### config.mk
export PLATFORM = sky130hd
export DESIGN_NAME = pollwait_unit
export DESIGN_NICKNAME = d
export VERILOG_FILES = /design/src/rtl/pollwait_pkg.sv /design/src/rtl/pw_compare.sv /design/src/rtl/pw_interval.sv /design/src/rtl/pollwait_unit.sv
export SDC_FILE = /design/constraint.sdc
export NUM_CORES = 1
export LEC_CHECK = 0
export CORE_ASPECT_RATIO = 1.5
export CORE_MARGIN = 2
export CORE_UTILIZATION = 55
export DETAILED_ROUTE_END_ITERATION = 10
export PLACE_DENSITY = 0.82
export SYNTH_ARGS = -nofsm -noshare
export SYNTH_HDL_FRONTEND = slang
export SYNTH_SLANG_ARGS = --single-unit
### constraint.sdc
create_clock -name clk -period 14.35 [get_ports clk]
set_input_delay 1.435 -clock clk [delete_from_list [all_inputs] [get_ports clk]]
set_output_delay 1.435 -clock clk [all_outputs]
set_load 0.01 [all_outputs]
### src/rtl/pollwait_pkg.sv
// Shared types for the poll-wait unit.
// Assumes: payload order and control-field positions are fixed by the command format.
package pollwait_pkg;

    // Relation selected by control bits [2:0]
    typedef enum logic [2:0] {
        CMP_ALWAYS = 3'd0,
        CMP_LT     = 3'd1,
        CMP_LE     = 3'd2,
        CMP_EQ     = 3'd3,
        CMP_NE     = 3'd4,
        CMP_GE     = 3'd5,
        CMP_GT     = 3'd6,
        CMP_RSVD   = 3'd7
    } cmp_code_t;

    // Sequencer states
    typedef enum logic [2:0] {
        ST_LOAD   = 3'd0,
        ST_POLL   = 3'd1,
        ST_MEMRSP = 3'd2,
        ST_WAIT   = 3'd3,
        ST_DONE   = 3'd4
    } pw_state_t;

    // Payload word positions
    localparam int W_CTRL   = 0;
    localparam int W_ADDR   = 1;
    localparam int W_REF    = 2;
    localparam int W_MASK   = 3;
    localparam int W_INTV   = 4;
    localparam int W_LAST   = W_INTV;

    localparam int CTRL_SRC_BIT = 4;
    localparam int CTRL_CMP_W   = 3;

endpackage

### src/rtl/pw_compare.sv
// Masked unsigned relational compare.
// Does: ANDs value with mask and applies the selected relation against refv.
// Assumes: the reserved code is trapped by the caller; it yields pass=0 here.
module pw_compare
    import pollwait_pkg::*;
#(
    parameter int DW = 32
) (
    input  cmp_code_t         code,
    input  logic [DW-1:0]     value,
    input  logic [DW-1:0]     mask,
    input  logic [DW-1:0]     refv,
    output logic              pass
);

    logic [DW-1:0] masked;

    // Apply the relation to the masked value
    always_comb begin
        masked = value & mask;
        unique case (code)
            CMP_ALWAYS: pass = 1'b1;
            CMP_LT:     pass = masked <  refv;
            CMP_LE:     pass = masked <= refv;
            CMP_EQ:     pass = masked == refv;
            CMP_NE:     pass = masked != refv;
            CMP_GE:     pass = masked >= refv;
            CMP_GT:     pass = masked >  refv;
            default:    pass = 1'b0;
        endcase
    end

endmodule

### src/rtl/pw_interval.sv
// Down-counter that spaces retries.
// Does: loads a count and, while run is high, decrements it to zero.
// Assumes: load and run are never high in the same cycle.
module pw_interval #(
    parameter int CW = 32
) (
    input  logic          clk,
    input  logic          rst_n,
    input  logic          load,
    input  logic [CW-1:0] load_val,
    input  logic          run,
    output logic          expired
);

    logic [CW-1:0] cnt_q;

    // Load or count down the pause
    always_ff @(posedge clk) begin
        if (!rst_n)
            cnt_q <= '0;
        else if (load)
            cnt_q <= load_val;
        else if (run && cnt_q != '0)
            cnt_q <= cnt_q - CW'(1);
    end

    assign expired = (cnt_q == '0);

    a_r5_count_down: assert property (@(posedge clk) disable iff (!rst_n)
        (run && !load && cnt_q != '0) |=> (cnt_q == $past(cnt_q) - CW'(1)));

endmodule

### src/rtl/pollwait_unit.sv
// Poll-wait command unit.
// Does: gathers a five-word wait command, polls a register or memory word,
// compares it under a mask and completes once the relation holds.
// Assumes: register reads return data in the same cycle; memory answers each
// request with exactly one response, after any latency.
module pollwait_unit
    import pollwait_pkg::*;
#(
    parameter  int DW             = 32,
    parameter  int NUM_REGS       = 48,
    parameter  int MEM_BIG_ENDIAN = 1,
    localparam int REG_AW         = $clog2(NUM_REGS)
) (
    input  logic              clk,
    input  logic              rst_n,
    input  logic              cmd_valid,
    input  logic [DW-1:0]     cmd_data,
    output logic              cmd_ready,
    output logic              reg_rd_en,
    output logic [REG_AW-1:0] reg_rd_addr,
    input  logic [DW-1:0]     reg_rd_data,
    output logic              mem_req,
    output logic [DW-1:0]     mem_addr,
    input  logic              mem_rsp_valid,
    input  logic [DW-1:0]     mem_rsp_data,
    output logic              done,
    output logic              err
);

    localparam int NBYTES = DW / 8;

    pw_state_t      st_q;
    logic [2:0]     widx_q;
    logic           src_mem_q;
    cmp_code_t      code_q;
    logic [DW-1:0]  addr_q, ref_q, mask_q, intv_q;
    logic [DW-1:0]  mem_val, poll_val;
    logic           pass, bad_code, bad_addr, sample_ok, sample_fail;
    logic           tmr_load, tmr_expired;

    // Byte order of memory words
    generate
        if (MEM_BIG_ENDIAN != 0) begin : g_swap
            for (genvar b = 0; b < NBYTES; b++) begin : g_byte
                assign mem_val[DW-1-8*b -: 8] = mem_rsp_data[8*b+7 -: 8];
            end
        end else begin : g_noswap
            assign mem_val = mem_rsp_data;
        end
    endgenerate

    // Decode malformed commands and the current sample
    always_comb begin
        bad_code    = (code_q == CMP_RSVD);
        bad_addr    = !src_mem_q && (addr_q >= DW'(NUM_REGS));
        poll_val    = (st_q == ST_MEMRSP) ? mem_val : reg_rd_data;
        sample_ok   = ((st_q == ST_POLL) && !src_mem_q && !bad_code && !bad_addr)
                   || ((st_q == ST_MEMRSP) && mem_rsp_valid);
        sample_fail = sample_ok && !pass;
        tmr_load    = sample_fail && (intv_q != '0);
    end

    pw_compare #(.DW(DW)) i_cmp (
        .code  (code_q),
        .value (poll_val),
        .mask  (mask_q),
        .refv  (ref_q),
        .pass  (pass)
    );

    pw_interval #(.CW(DW)) i_tmr (
        .clk      (clk),
        .rst_n    (rst_n),
        .load     (tmr_load),
        .load_val (intv_q - DW'(1)),
        .run      (st_q == ST_WAIT),
        .expired  (tmr_expired)
    );

    // Capture payload words into their fields
    always_ff @(posedge clk) begin
        if (!rst_n) begin
            src_mem_q <= 1'b0;
            code_q    <= CMP_ALWAYS;
            addr_q    <= '0;
            ref_q     <= '0;
            mask_q    <= '0;
            intv_q    <= '0;
        end else if (st_q == ST_LOAD && cmd_valid) begin
            case (widx_q)
                3'(W_CTRL): begin
                    src_mem_q <= cmd_data[CTRL_SRC_BIT];
                    code_q    <= cmp_code_t'(cmd_data[CTRL_CMP_W-1:0]);
                end
                3'(W_ADDR): addr_q <= cmd_data;
                3'(W_REF):  ref_q  <= cmd_data;
                3'(W_MASK): mask_q <= cmd_data;
                default:    intv_q <= cmd_data;
            endcase
        end
    end

    // Sequence loading, polling, pausing and completion
    always_ff @(posedge clk) begin
        if (!rst_n) begin
            st_q   <= ST_LOAD;
            widx_q <= '0;
            err    <= 1'b0;
        end else begin
            unique case (st_q)
                ST_LOAD: if (cmd_valid) begin
                    if (widx_q == 3'(W_LAST)) begin
                        widx_q <= '0;
                        st_q   <= ST_POLL;
                    end else begin
                        widx_q <= widx_q + 3'd1;
                    end
                end
                ST_POLL: begin
                    if (bad_code || bad_addr) begin
                        err  <= 1'b1;
                        st_q <= ST_DONE;
                    end else if (src_mem_q)
                        st_q <= ST_MEMRSP;
                    else if (pass)
                        st_q <= ST_DONE;
                    else if (intv_q != '0)
                        st_q <= ST_WAIT;
                end
                ST_MEMRSP: if (mem_rsp_valid) begin
                    if (pass)
                        st_q <= ST_DONE;
                    else if (intv_q != '0)
                        st_q <= ST_WAIT;
                    else
                        st_q <= ST_POLL;
                end
                ST_WAIT: if (tmr_expired) st_q <= ST_POLL;
                default: st_q <= ST_LOAD;
            endcase
        end
    end

    assign cmd_ready   = (st_q == ST_LOAD);
    assign done        = (st_q == ST_DONE);
    assign reg_rd_en   = (st_q == ST_POLL) && !src_mem_q && !bad_code && !bad_addr;
    assign reg_rd_addr = addr_q[REG_AW-1:0];
    assign mem_req     = (st_q == ST_POLL) && src_mem_q && !bad_code;
    assign mem_addr    = addr_q;

    a_r6_done_single: assert property (@(posedge clk) disable iff (!rst_n)
        done |=> !done);
    a_r2_busy_not_ready: assert property (@(posedge clk) disable iff (!rst_n)
        done |-> !cmd_ready);
    a_r11_err_sticky: assert property (@(posedge clk) disable iff (!rst_n)
        err |=> err);
    a_r10_req_single: assert property (@(posedge clk) disable iff (!rst_n)
        mem_req |=> !mem_req);
    a_r3_one_source: assert property (@(posedge clk) disable iff (!rst_n)
        !(mem_req && reg_rd_en));
    a_r8_read_in_range: assert property (@(posedge clk) disable iff (!rst_n)
        reg_rd_en |-> (addr_q < DW'(NUM_REGS)));
    a_r7_no_poll_reserved: assert property (@(posedge clk) disable iff (!rst_n)
        (reg_rd_en || mem_req) |-> (code_q != CMP_RSVD));

endmodule

==> flow_summary.ini <==
[placement]
port_buffers = 142
place_congestion = 0.882
dp_cells = 1464
dp_hpwl_mm = 17.9

[global_route]
grt_max_degree = 100
gr-usage-met3 = 0.0549
grt_pass1_vias = 8453
grt_pass1_wl_mm = 41.1
grtUsageMet1 = 0.347
gr-usage-all-layers = 0.302
antenna_found_initial = 0
grt_overflow = 0
grtUsageMet2 = 0.525
grt.busiest_layer = met2

[clock_network]
cts_made_buffers = 17
cts_setup_buffers = 0
htree_levels = 4
clock_sinks = 171
cts_root_buffer = clkbuf_16
path_clk_slew_ns = 0.07
cts_resized = 0
hold_buffers = 0
worst_skew_pair.late_latency_ns = 0.44
cts_buffer_depth = 2
cts_tree = done

[yosys]
yosys_warnings = 0
syn-cell-area_um2 = 8800
synth_edf_count = 0
synth.avg_cell_area_um2 = 7.45
ys_seq_area_frac = 0.389
synth_nets = 1319
async_flop_share = 0
synth_seq_cells = 171
synth_cell_types = 54
ys.flop_type = dfxtp_1
syn_inst = 1181

[power_and_ir_drop]
ir_drop_mv = 0.107
p_per_area_nw_per_um2 = 187
leakage_nw = 3.93

[timing]
tightest_slew_ns = 1.15
fmax_mhz = 152
fin_crit_ns = 6.58
drv_slew = 0
hold_viol = 0
fin_crit_sh = 0.459
holdWs_ns = 0.456
final.setup.tns_ns = 0
maxSlewHeadroom = 0.230
setup_viol = 0
finClkSkew_ns = 0.00991
rsz0062_at_grt = false

[setup_path]
cp-start-kind = input port
worstPathRequired_ns = 14.68
arrival_ns = 6.91
critPathBufInv = 3
cp_cell_sequence = clkdlybuf4s50_1 > nand2_1 > a21boi_0 > ha_1 > nor2b_1 > o211ai_1 > a21oi_1 > o311a_1 > or3_1 > o211ai_4 > buf_4 > mux2i_1 > ha_1 > inv_1 > nor4_1 > and4b_1 > nand2_1 > nor4_1 > xnor2_1 > nand3_1 > o311a_1
cp-end-kind = flop
critPathMaxStageDelay_ns = 0.54
worst_path_max_delay_cell = nor4_1
crit_fanout = 59
crit_type = input port to flop
crit_cells = 21
reg2reg_depth = 22
critical_path.top_delay_family = simple AND/OR/NAND/NOR gates

[run_status]
status = finished clean

[floorplan]
dieArea_um2 = 17100
initial_core_util = 0.563
io_pins = 143
die_h_um = 159
rows = 56
core-area_um2 = 15600
dieWidth_um = 107

[cells_and_area]
diodes = 0
final_nets = 1418
drive_above_1_share = 0.0410
area_delta_synth_final_pct = 23.2
fin_util = 0.694
final_cells = 1496

[drt]
via_per_inst = 5.77
wl_mm = 25.2
dr.pass1.iters = 5
num_vias = 8630
drc_errors = 0
wl_per_cell_um = 16.9
drt_iter0_drc = 515
ant_nets = 0

[worst_hold_path]
worstHoldPathType = flop to flop
holdPathStages = 2

[job]
drv_cap = 0
[per-layer routing]
layer	part of all wire	routed length [um]
met1	0.39	9790
met2	0.51	12900
met3	0.057	1430
met4	0.043	1080
met5	0	0
[sequential cells by signal (all words and copies together), names as in the netlist]
signal,flops
intv_q,32
ref_q,32
widx_q,3
src_mem_q,1
mem_addr,32
mask_q,32
code_q,3
i_tmr.cnt_q,32
st_q,3
err,1
[tightest hold or removal path, stage by stage (launching register included)]
cell,delay (ns)
dfxtp_1,0.31
nand2_1,0.05
a21oi_1,0.05
[synth_stat cells (2+ instances only)]
cell	number	area, um2
a211oi_1	17	128
a21boi_0	35	263
a21o_1	3	22.5
a21oi_1	166	831
a221oi_1	2	17.5
and2_0	2	12.5
and3_1	4	25.0
and4b_1	3	30.0
buf_2	4	20.0
buf_4	9	67.6
clkbuf_1	57	214
dfxtp_1	171	3420
ha_1	38	475
inv_1	40	150
mux2i_1	3	30.0
nand2_1	352	1320
nand3_1	24	120
nand3b_1	2	15.0
nand4_1	13	81.3
nor2_1	40	150
nor2b_1	4	25.0
nor3_1	31	155
nor3b_1	6	45.0
nor4_1	19	119
nor4_4	2	42.5
o211ai_1	4	30.0
o21ai_0	24	120
o311a_1	4	40.0
o31a_1	2	17.5
o31ai_1	5	37.5
or2_2	4	25.0
or3_1	16	100
or4_1	7	52.6
xnor2_1	21	184
xor2_1	28	245
[through the flow]
step / setup slack (ns) / total power [mW] / cell area (um2)
2_1_floorplan: 8.73 / 1.30 / 8800
3_3_place_gp: 7.55 / 1.54 / 10300
3_5_place_dp: 7.36 / 1.56 / 10300
4_1_cts: 7.82 / 2.02 / 10800
5_1_grt: 7.34 / 2.16 / 10800
6_report: 7.77 / 2.03 / 10800
[power breakdown]
group	internal [mW]	leakage, nW	total (mW)	switching, mW
logic	0.363	2.27	0.948	0.586
registers	0.546	1.38	0.622	0.0757
clock network	0.262	0.276	0.461	0.199
total	1.17	3.93	2.03	0.860
[area by class of cell]
class,count,area (um2)
clock inverter,13,144
inverter,40,153
sequential,171,3420
timing repair buffer,151,1490
clock buffer,19,443
tap,203,254
multi-input combinational,899,4930
fill,1272,4780
[final timing paths]
path	endpoint	from	slack, ns
worst max register to register	i_tmr.cnt_q[26]	st_q[1]	8.05
worst max-delay path	i_tmr.cnt_q[26]	reg_rd_data[1]	7.77
worst min-delay path	ref_q[18]	ref_q[18]	0.46
worst min register to register	ref_q[18]	ref_q[18]	0.46
[cells by family after synthesis]
group / share of synthesized area
AO/OA/AOI/OAI: 0.183
XOR/XNOR: 0.0488
adder cells (fa/ha/maj): 0.0540
buffers and inverters: 0.0526
flip-flops: 0.389
multiplexers: 0.00341
AND/OR/NAND/NOR: 0.270
[layout by cell type, fill, tap and decap left out, types with 13 or more instances in the layout]
cell,n
nand4_1,13
dfxtp_1,171
o21ai_0,24
ha_1,38
clkdlybuf4s50_1,142
xor2_1,28
nand3_1,24
nor2_1,40
nor3_1,30
clkbuf_16,17
a211oi_1,17
or3_1,16
xnor2_1,21
inv_1,39
a21boi_0,35
a21oi_1,166
nand2_1,352
nor4_1,19
Power figures use the tool's default switching activity.
